### src/rtl/pcs_pkg.sv
package pcs_pkg;
  localparam int unsigned PC_W   = 15;
  localparam int unsigned BANK_W = 2;
  localparam int unsigned OFS_W  = PC_W - BANK_W;
  localparam int unsigned BYTE_W = 8;
  localparam int unsigned PH_W   = 2;

  typedef logic [PC_W-1:0] pc_t;

  typedef enum logic [2:0] {
    SRC_INC, SRC_SKIP, SRC_PCL, SRC_JMP, SRC_RET, SRC_VEC
  } src_e;

  localparam pc_t VEC_EXT  = pc_t'(4);
  localparam pc_t VEC_TMR0 = pc_t'(8);
  localparam pc_t VEC_TMR1 = pc_t'(12);
endpackage

### src/rtl/pcs_phase.sv
module pcs_phase #(
  parameter int unsigned PH_W = 2
) (
  input  logic            clk_i,
  input  logic            rst_ni,
  output logic [PH_W-1:0] phase_o,
  output logic            last_o
);
  logic [PH_W-1:0] ph_q;

  always_ff @(posedge clk_i or negedge rst_ni) begin
    if (!rst_ni) ph_q <= '0;
    else         ph_q <= ph_q + 1'b1;
  end

  assign phase_o = ph_q;
  assign last_o  = &ph_q;

  a_r2_phase_step: assert property (@(posedge clk_i) disable iff (!rst_ni)
    1'b1 |=> ph_q == PH_W'($past(ph_q) + 1'b1));
endmodule

### src/rtl/pcs_next.sv
module pcs_next
  import pcs_pkg::*;
(
  input  pc_t               pc_i,
  input  logic              flush_i,
  input  logic              ext_irq_i,
  input  logic              tmr0_irq_i,
  input  logic              tmr1_irq_i,
  input  logic              ret_i,
  input  logic              jmp_i,
  input  logic              call_i,
  input  logic              pcl_wr_i,
  input  logic [BYTE_W-1:0] pcl_data_i,
  input  logic              skip_i,
  input  logic [BANK_W-1:0] bank_i,
  input  logic [OFS_W-1:0]  addr_field_i,
  input  pc_t               stack_top_i,
  output pc_t               nxt_pc_o,
  output logic              xfer_o,
  output logic              push_o,
  output logic              pop_o
);
  logic irq;
  logic live;
  src_e src;
  pc_t  vec;
  logic [OFS_W-1:0] skip_ofs;

  assign irq  = ext_irq_i | tmr0_irq_i | tmr1_irq_i;
  assign live = ~flush_i;  // dummy slot executes nothing

  always_comb begin
    if (ext_irq_i)       vec = VEC_EXT;
    else if (tmr0_irq_i) vec = VEC_TMR0;
    else                 vec = VEC_TMR1;
  end

  always_comb begin
    if (irq)                          src = SRC_VEC;
    else if (live && ret_i)           src = SRC_RET;
    else if (live && (jmp_i|call_i))  src = SRC_JMP;
    else if (live && pcl_wr_i)        src = SRC_PCL;
    else if (live && skip_i)          src = SRC_SKIP;
    else                              src = SRC_INC;
  end

  assign skip_ofs = pc_i[OFS_W-1:0] + OFS_W'(2);

  always_comb begin
    unique case (src)
      SRC_VEC:  nxt_pc_o = vec;
      SRC_RET:  nxt_pc_o = stack_top_i;
      SRC_JMP:  nxt_pc_o = {bank_i, addr_field_i};
      SRC_PCL:  nxt_pc_o = {pc_i[PC_W-1:BYTE_W], pcl_data_i};
      SRC_SKIP: nxt_pc_o = {pc_i[PC_W-1:OFS_W], skip_ofs};
      default:  nxt_pc_o = pc_i + pc_t'(1);
    endcase
  end

  assign xfer_o = (src != SRC_INC);
  assign push_o = (src == SRC_VEC) || (src == SRC_JMP && call_i);
  assign pop_o  = (src == SRC_RET);

  always_comb begin
    a_r7_push_pop_excl: assert (!(push_o && pop_o));
    a_r10_flush_blocks: assert (!(flush_i && !irq && xfer_o));
  end
endmodule

### src/rtl/pcs_top.sv
module pcs_top
  import pcs_pkg::*;
(
  input  logic                  clk_i,
  input  logic                  rst_ni,
  input  logic                  ext_irq_i,
  input  logic                  tmr0_irq_i,
  input  logic                  tmr1_irq_i,
  input  logic                  ret_i,
  input  logic                  jmp_i,
  input  logic                  call_i,
  input  logic                  pcl_wr_i,
  input  logic [BYTE_W-1:0]     pcl_data_i,
  input  logic                  skip_i,
  input  logic [BANK_W-1:0]     bank_i,
  input  logic [OFS_W-1:0]      addr_field_i,
  input  logic [PC_W-1:0]       stack_top_i,
  output logic [PC_W-1:0]       pc_o,
  output logic [PH_W-1:0]       phase_o,
  output logic                  flush_o,
  output logic                  push_o,
  output logic [PC_W-1:0]       push_data_o,
  output logic                  pop_o
);
  pc_t  pc_q, nxt_pc;
  logic flush_q, last, xfer, push_sel, pop_sel;

  pcs_phase #(.PH_W(PH_W)) u_phase (
    .clk_i   (clk_i),
    .rst_ni  (rst_ni),
    .phase_o (phase_o),
    .last_o  (last)
  );

  pcs_next u_next (
    .pc_i         (pc_q),
    .flush_i      (flush_q),
    .ext_irq_i    (ext_irq_i),
    .tmr0_irq_i   (tmr0_irq_i),
    .tmr1_irq_i   (tmr1_irq_i),
    .ret_i        (ret_i),
    .jmp_i        (jmp_i),
    .call_i       (call_i),
    .pcl_wr_i     (pcl_wr_i),
    .pcl_data_i   (pcl_data_i),
    .skip_i       (skip_i),
    .bank_i       (bank_i),
    .addr_field_i (addr_field_i),
    .stack_top_i  (stack_top_i),
    .nxt_pc_o     (nxt_pc),
    .xfer_o       (xfer),
    .push_o       (push_sel),
    .pop_o        (pop_sel)
  );

  always_ff @(posedge clk_i or negedge rst_ni) begin
    if (!rst_ni) begin
      pc_q    <= '0;
      flush_q <= 1'b0;
    end else if (last) begin
      pc_q    <= nxt_pc;
      flush_q <= xfer;
    end
  end

  assign pc_o        = pc_q;
  assign flush_o     = flush_q;
  assign push_o      = last & push_sel;
  assign pop_o       = last & pop_sel;
  assign push_data_o = pc_q + pc_t'(1);

  a_r2_pc_hold: assert property (@(posedge clk_i) disable iff (!rst_ni)
    !last |=> $stable(pc_q) && $stable(flush_q));
  a_r10_flush_set: assert property (@(posedge clk_i) disable iff (!rst_ni)
    last && xfer |=> flush_q);
  a_r8_ext_vec: assert property (@(posedge clk_i) disable iff (!rst_ni)
    last && ext_irq_i |=> pc_q == VEC_EXT);
  a_r3_inc: assert property (@(posedge clk_i) disable iff (!rst_ni)
    last && !xfer |=> pc_q == pc_t'($past(pc_q) + 1'b1) && !flush_q);
  a_r4_skip_bank: assert property (@(posedge clk_i) disable iff (!rst_ni)
    last && skip_i && !flush_q && !ext_irq_i && !tmr0_irq_i && !tmr1_irq_i &&
    !ret_i && !jmp_i && !call_i && !pcl_wr_i
    |=> pc_q[PC_W-1:OFS_W] == $past(pc_q[PC_W-1:OFS_W]));
endmodule

### config.mk
export PLATFORM = sky130hd
export DESIGN_NAME = pcs_top
export DESIGN_NICKNAME = d
export VERILOG_FILES = /design/src/rtl/pcs_pkg.sv /design/src/rtl/pcs_phase.sv /design/src/rtl/pcs_next.sv /design/src/rtl/pcs_top.sv
export SDC_FILE = /design/constraint.sdc
export NUM_CORES = 1
export LEC_CHECK = 0
export BUFFER_PORTS_ARGS = -buffer_cell sky130_fd_sc_hd__buf_2
export CAP_MARGIN = 20
export CORE_MARGIN = 5
export CORE_UTILIZATION = 25
export DETAILED_ROUTE_END_ITERATION = 7
export PLACE_DENSITY = 0.5
export SLEW_MARGIN = 20
export SYNTH_ARGS = -nofsm -noshare
export SYNTH_HDL_FRONTEND = slang
export SYNTH_SLANG_ARGS = --single-unit
### constraint.sdc
create_clock -name clk_i -period 3.4 [get_ports clk_i]
set_clock_uncertainty 0.2 [all_clocks]
set_input_delay 0.51 -clock clk_i [delete_from_list [all_inputs] [get_ports clk_i]]
set_output_delay 0.51 -clock clk_i [all_outputs]
set_load 0.03 [all_outputs]
==> flow_metrics.tcl <==
set metrics [dict create \
    route.vias.total 2072 \
    syn-instance-count 236 \
    layout.nets 356 \
    post-route-drc-count 0 \
    ctsHoldBuffers 0 \
    clk-insertion-delay-late_ns 0.26 \
    flow.area_growth_from_synthesis_pct 26.2 \
    final_cell_mix "82 x sky130_fd_sc_hd__buf_2, 18 x sky130_fd_sc_hd__nor2_1, 18 x sky130_fd_sc_hd__dfrtp_1" \
    flip_flop_and_latch_count_after_synthesis 18 \
    post-route-min-period_ns 2.83 \
    num_io_pins 83 \
    netlist_area_mm2 0.00185 \
    synth_cell_types 55 \
    iteration_0_drc_markers 154 \
    synth_enable_flop_cells 0 \
    floorplan.die_area_mm2 0.00922 \
    dr_wl_met3_um 445 \
    outcome "finished, violations left" \
    crit_family "simple AND/OR/NAND/NOR gates" \
    final-max-slew-violation-count 0 \
    setup_slack_of_the_critical_path_after_layout_ns 0.567 \
    numCtsBuffers 3 \
    cts-htree-levels 1 \
    yosysTopAreaCell "sky130_fd_sc_hd__dfrtp_1" \
    layout.cells.most_common "sky130_fd_sc_hd__buf_2" \
    grt-ovfl-total 0 \
    maxSlewHeadroom_pct 55.7 \
    hold_path.class "in -> async" \
    finalHoldViolCount 18 \
    tightestPinTransition_ns 0.663 \
    worst_path_largest_cell_delay_ns 0.45 \
    cts.repair_timing.setup_buffer_count 0 \
    detailed_route_wl_um 6920 \
    path_max_fanout 7 \
    proportion_of_layout_cells_with_a_drive_suffix_above_1_pct 33.0 \
    grt_use_total_pct 15.3 \
    port-buffer-count 82 \
    fin_hold_ws_ns -0.0100 \
    yosys-top-cells-area "sky130_fd_sc_hd__dfrtp_1 24%, sky130_fd_sc_hd__xnor2_1 5.2%, sky130_fd_sc_hd__xor2_1 5.2%" \
    tritoncts_num_sinks 18 \
    crit_path_start_kind "register" \
    ctsLongestPathBuffers 2 \
    failed_checks "hold timing" \
    cts-root-buf "sky130_fd_sc_hd__clkbuf_8" \
    dp_slack_ns 0.853 \
    r2r_cells 5 \
    cp-end-kind "primary output" \
    synth_simple_gate_area_share_pct 27.9 \
    ratio_of_routed_vias_to_standard_cells 5.15 \
    main_combinational_cell_family_by_area_after_synthesis "compound AO/OA/AOI/OAI gates" \
    setup_slack_of_the_most_critical_reg_to_reg_path_ns 1.09 \
    place_congestion 0.873 \
    n_fill_cell 801 \
    avgSynthCellArea_um2 7.84 \
    die_w_um 96.0 \
    rr_startpoint "flush_o" \
    final_antenna_violating_net_count 0 \
    grt_pass1_wl_um 11000 \
    worstReg2RegEnd "pc_o[7]" \
    leakage_nw 1.03 \
    worstPathBufferInverterCount 1 \
    pin_count_of_the_biggest_net_entering_global_routing 19 \
    crit_path_cell_trace "ha_1 -> nand3_1 -> nor3_2 -> nand2_1 -> xnor2_1 -> buf_2" \
    crit_slowest_cell "sky130_fd_sc_hd__dfrtp_1" \
    synth.net_count 287 \
    number_of_antenna_violations_at_the_first_check_in_global_routing 0 \
    routed.top_layer "met4" \
    initial_core_util_pct 25.6 \
    timing.setup.critical_path_class "reg -> out" \
    fmax_mhz 353 \
    setup_total_negative_slack_ns 0 \
    routedLengthMet1_um 3470 \
    cts_repair_resize_count 0 \
    grt_setup_unrepaired "no" \
    cap_viol_max_count 0 \
    rows 31 \
    route.met2.wl_um 2950 \
    die-height_um 96.0 \
    first_global_vias 2041 \
    synth-main-ff-cell "sky130_fd_sc_hd__dfrtp_1" \
    muxShareOfSynthArea_pct 0 \
    post_synth_xor_area_fraction_pct 10.4 \
    antenna_cells_inserted 0 \
    detail_route.first_pass.iterations 4 \
    area_of_the_placeable_core_mm2 0.00721 \
    post-route-period-util_pct 83.3 \
    avgRoutedWirePerCell_um 17.2 \
    synthAdderAreaFrac_pct 2.03 \
    clock_tree_from_tritoncts "built" \
    post-dp-hpwl_um 5490 \
    p_per_area_mw_per_mm2 235 \
    worst_ir_drop_vdd_mv 0.101 \
    synth_compound_area_share_pct 27.9 \
    clkTransAtPathRegs_ns 0.07 \
    synth.top_cell.area_share_pct 24.4 \
    worst_ep_arrival_time_ns 2.12 \
    synthArstFlopShare_pct 100 \
    timing.final.setup_violations 0 \
    seq_area_frac_synth_pct 24.4 \
    yosys_warnings 0 \
    worstPathRequired_ns 2.69 \
]
## final cells by class
| type | instances | area, um2 | share of cell area (%) |
|---|---|---|---|
| multi-input combinational | 189 | 1260 | 54.1 |
| clock buffer | 3 | 41.3 | 1.77 |
| timing repair buffer | 83 | 418 | 17.9 |
| sequential | 18 | 450 | 19.3 |
| tap | 99 | 124 | 5.31 |
| inverter | 10 | 37.5 | 1.61 |
## cells in the mapped netlist, types with 8 or more instances
cell / n
sky130_fd_sc_hd__nor3_1: 13
sky130_fd_sc_hd__xor2_1: 11
sky130_fd_sc_hd__nand2_1: 15
sky130_fd_sc_hd__xnor2_1: 11
sky130_fd_sc_hd__inv_1: 9
sky130_fd_sc_hd__o21ai_0: 15
sky130_fd_sc_hd__nor2_1: 18
sky130_fd_sc_hd__dfrtp_1: 18
sky130_fd_sc_hd__a21oi_1: 16
sky130_fd_sc_hd__buf_2: 12
sky130_fd_sc_hd__nand4_1: 8
## worst max path at each step
stage	startpoint	slack (ns)	endpoint	cells past startpoint
floorplan	pc_o[1]	0.68	push_data_o[12]	5
global placement	pc_o[2]	0.90	push_data_o[13]	5
detailed placement	pc_o[0]	0.85	push_data_o[12]	6
CTS	pc_o[0]	0.57	push_data_o[12]	6
global route	pc_o[0]	0.39	push_data_o[12]	6
finish	pc_o[0]	0.57	push_data_o[12]	6
## per-layer routing
metal  GRT usage [%]  vias up
met5               0        -
met4            3.20        0
met2            22.9      100
li1                -     1016
met1            22.9      952
met3            2.58        4
## power breakdown
| group | leakage, nW | internal, mW | total (mW) | switching, mW |
|---|---|---|---|---|
| Combinational | 0.779 | 0.0557 | 0.151 | 0.0952 |
| Sequential | 0.234 | 0.221 | 0.239 | 0.0179 |
| Clock | 0.0216 | 0.0790 | 0.158 | 0.0794 |
## through the flow
stage | hold WS, ns | cell area, um2 | power [mW] | utilization (%) | cells
final | -0.0100 | 2330 | 0.548 | 32.3 | 402
after global routing | 0.0320 | 2330 | 0.574 | 32.3 | 402
after CTS | 0.00839 | 2330 | 0.551 | 32.3 | 402
after detailed placement | 0.266 | 2290 | 0.394 | 31.8 | 399
after global placement | 0.249 | 2290 | 0.395 | 31.8 | 399
after floorplan | 0.0144 | 1850 | 0.327 | - | 236
## kinds of logic (layout without fill, tap and decap cells)
group / after synthesis / in the layout
and+or+nand+nor: 89 / 89
buffers and inverters: 29 / 96
xor gates and xnor gates: 22 / 22
DFF: 18 / 18
adders and majority gates: 3 / 3
AOI/OAI and AO/OA: 75 / 75
## flip-flops by register name, indices dropped and copies added, names as in the netlist
name / cells
pc_o: 15
flush_o: 1
u_phase.phase_o: 2
(Power assumes the default switching activity.)
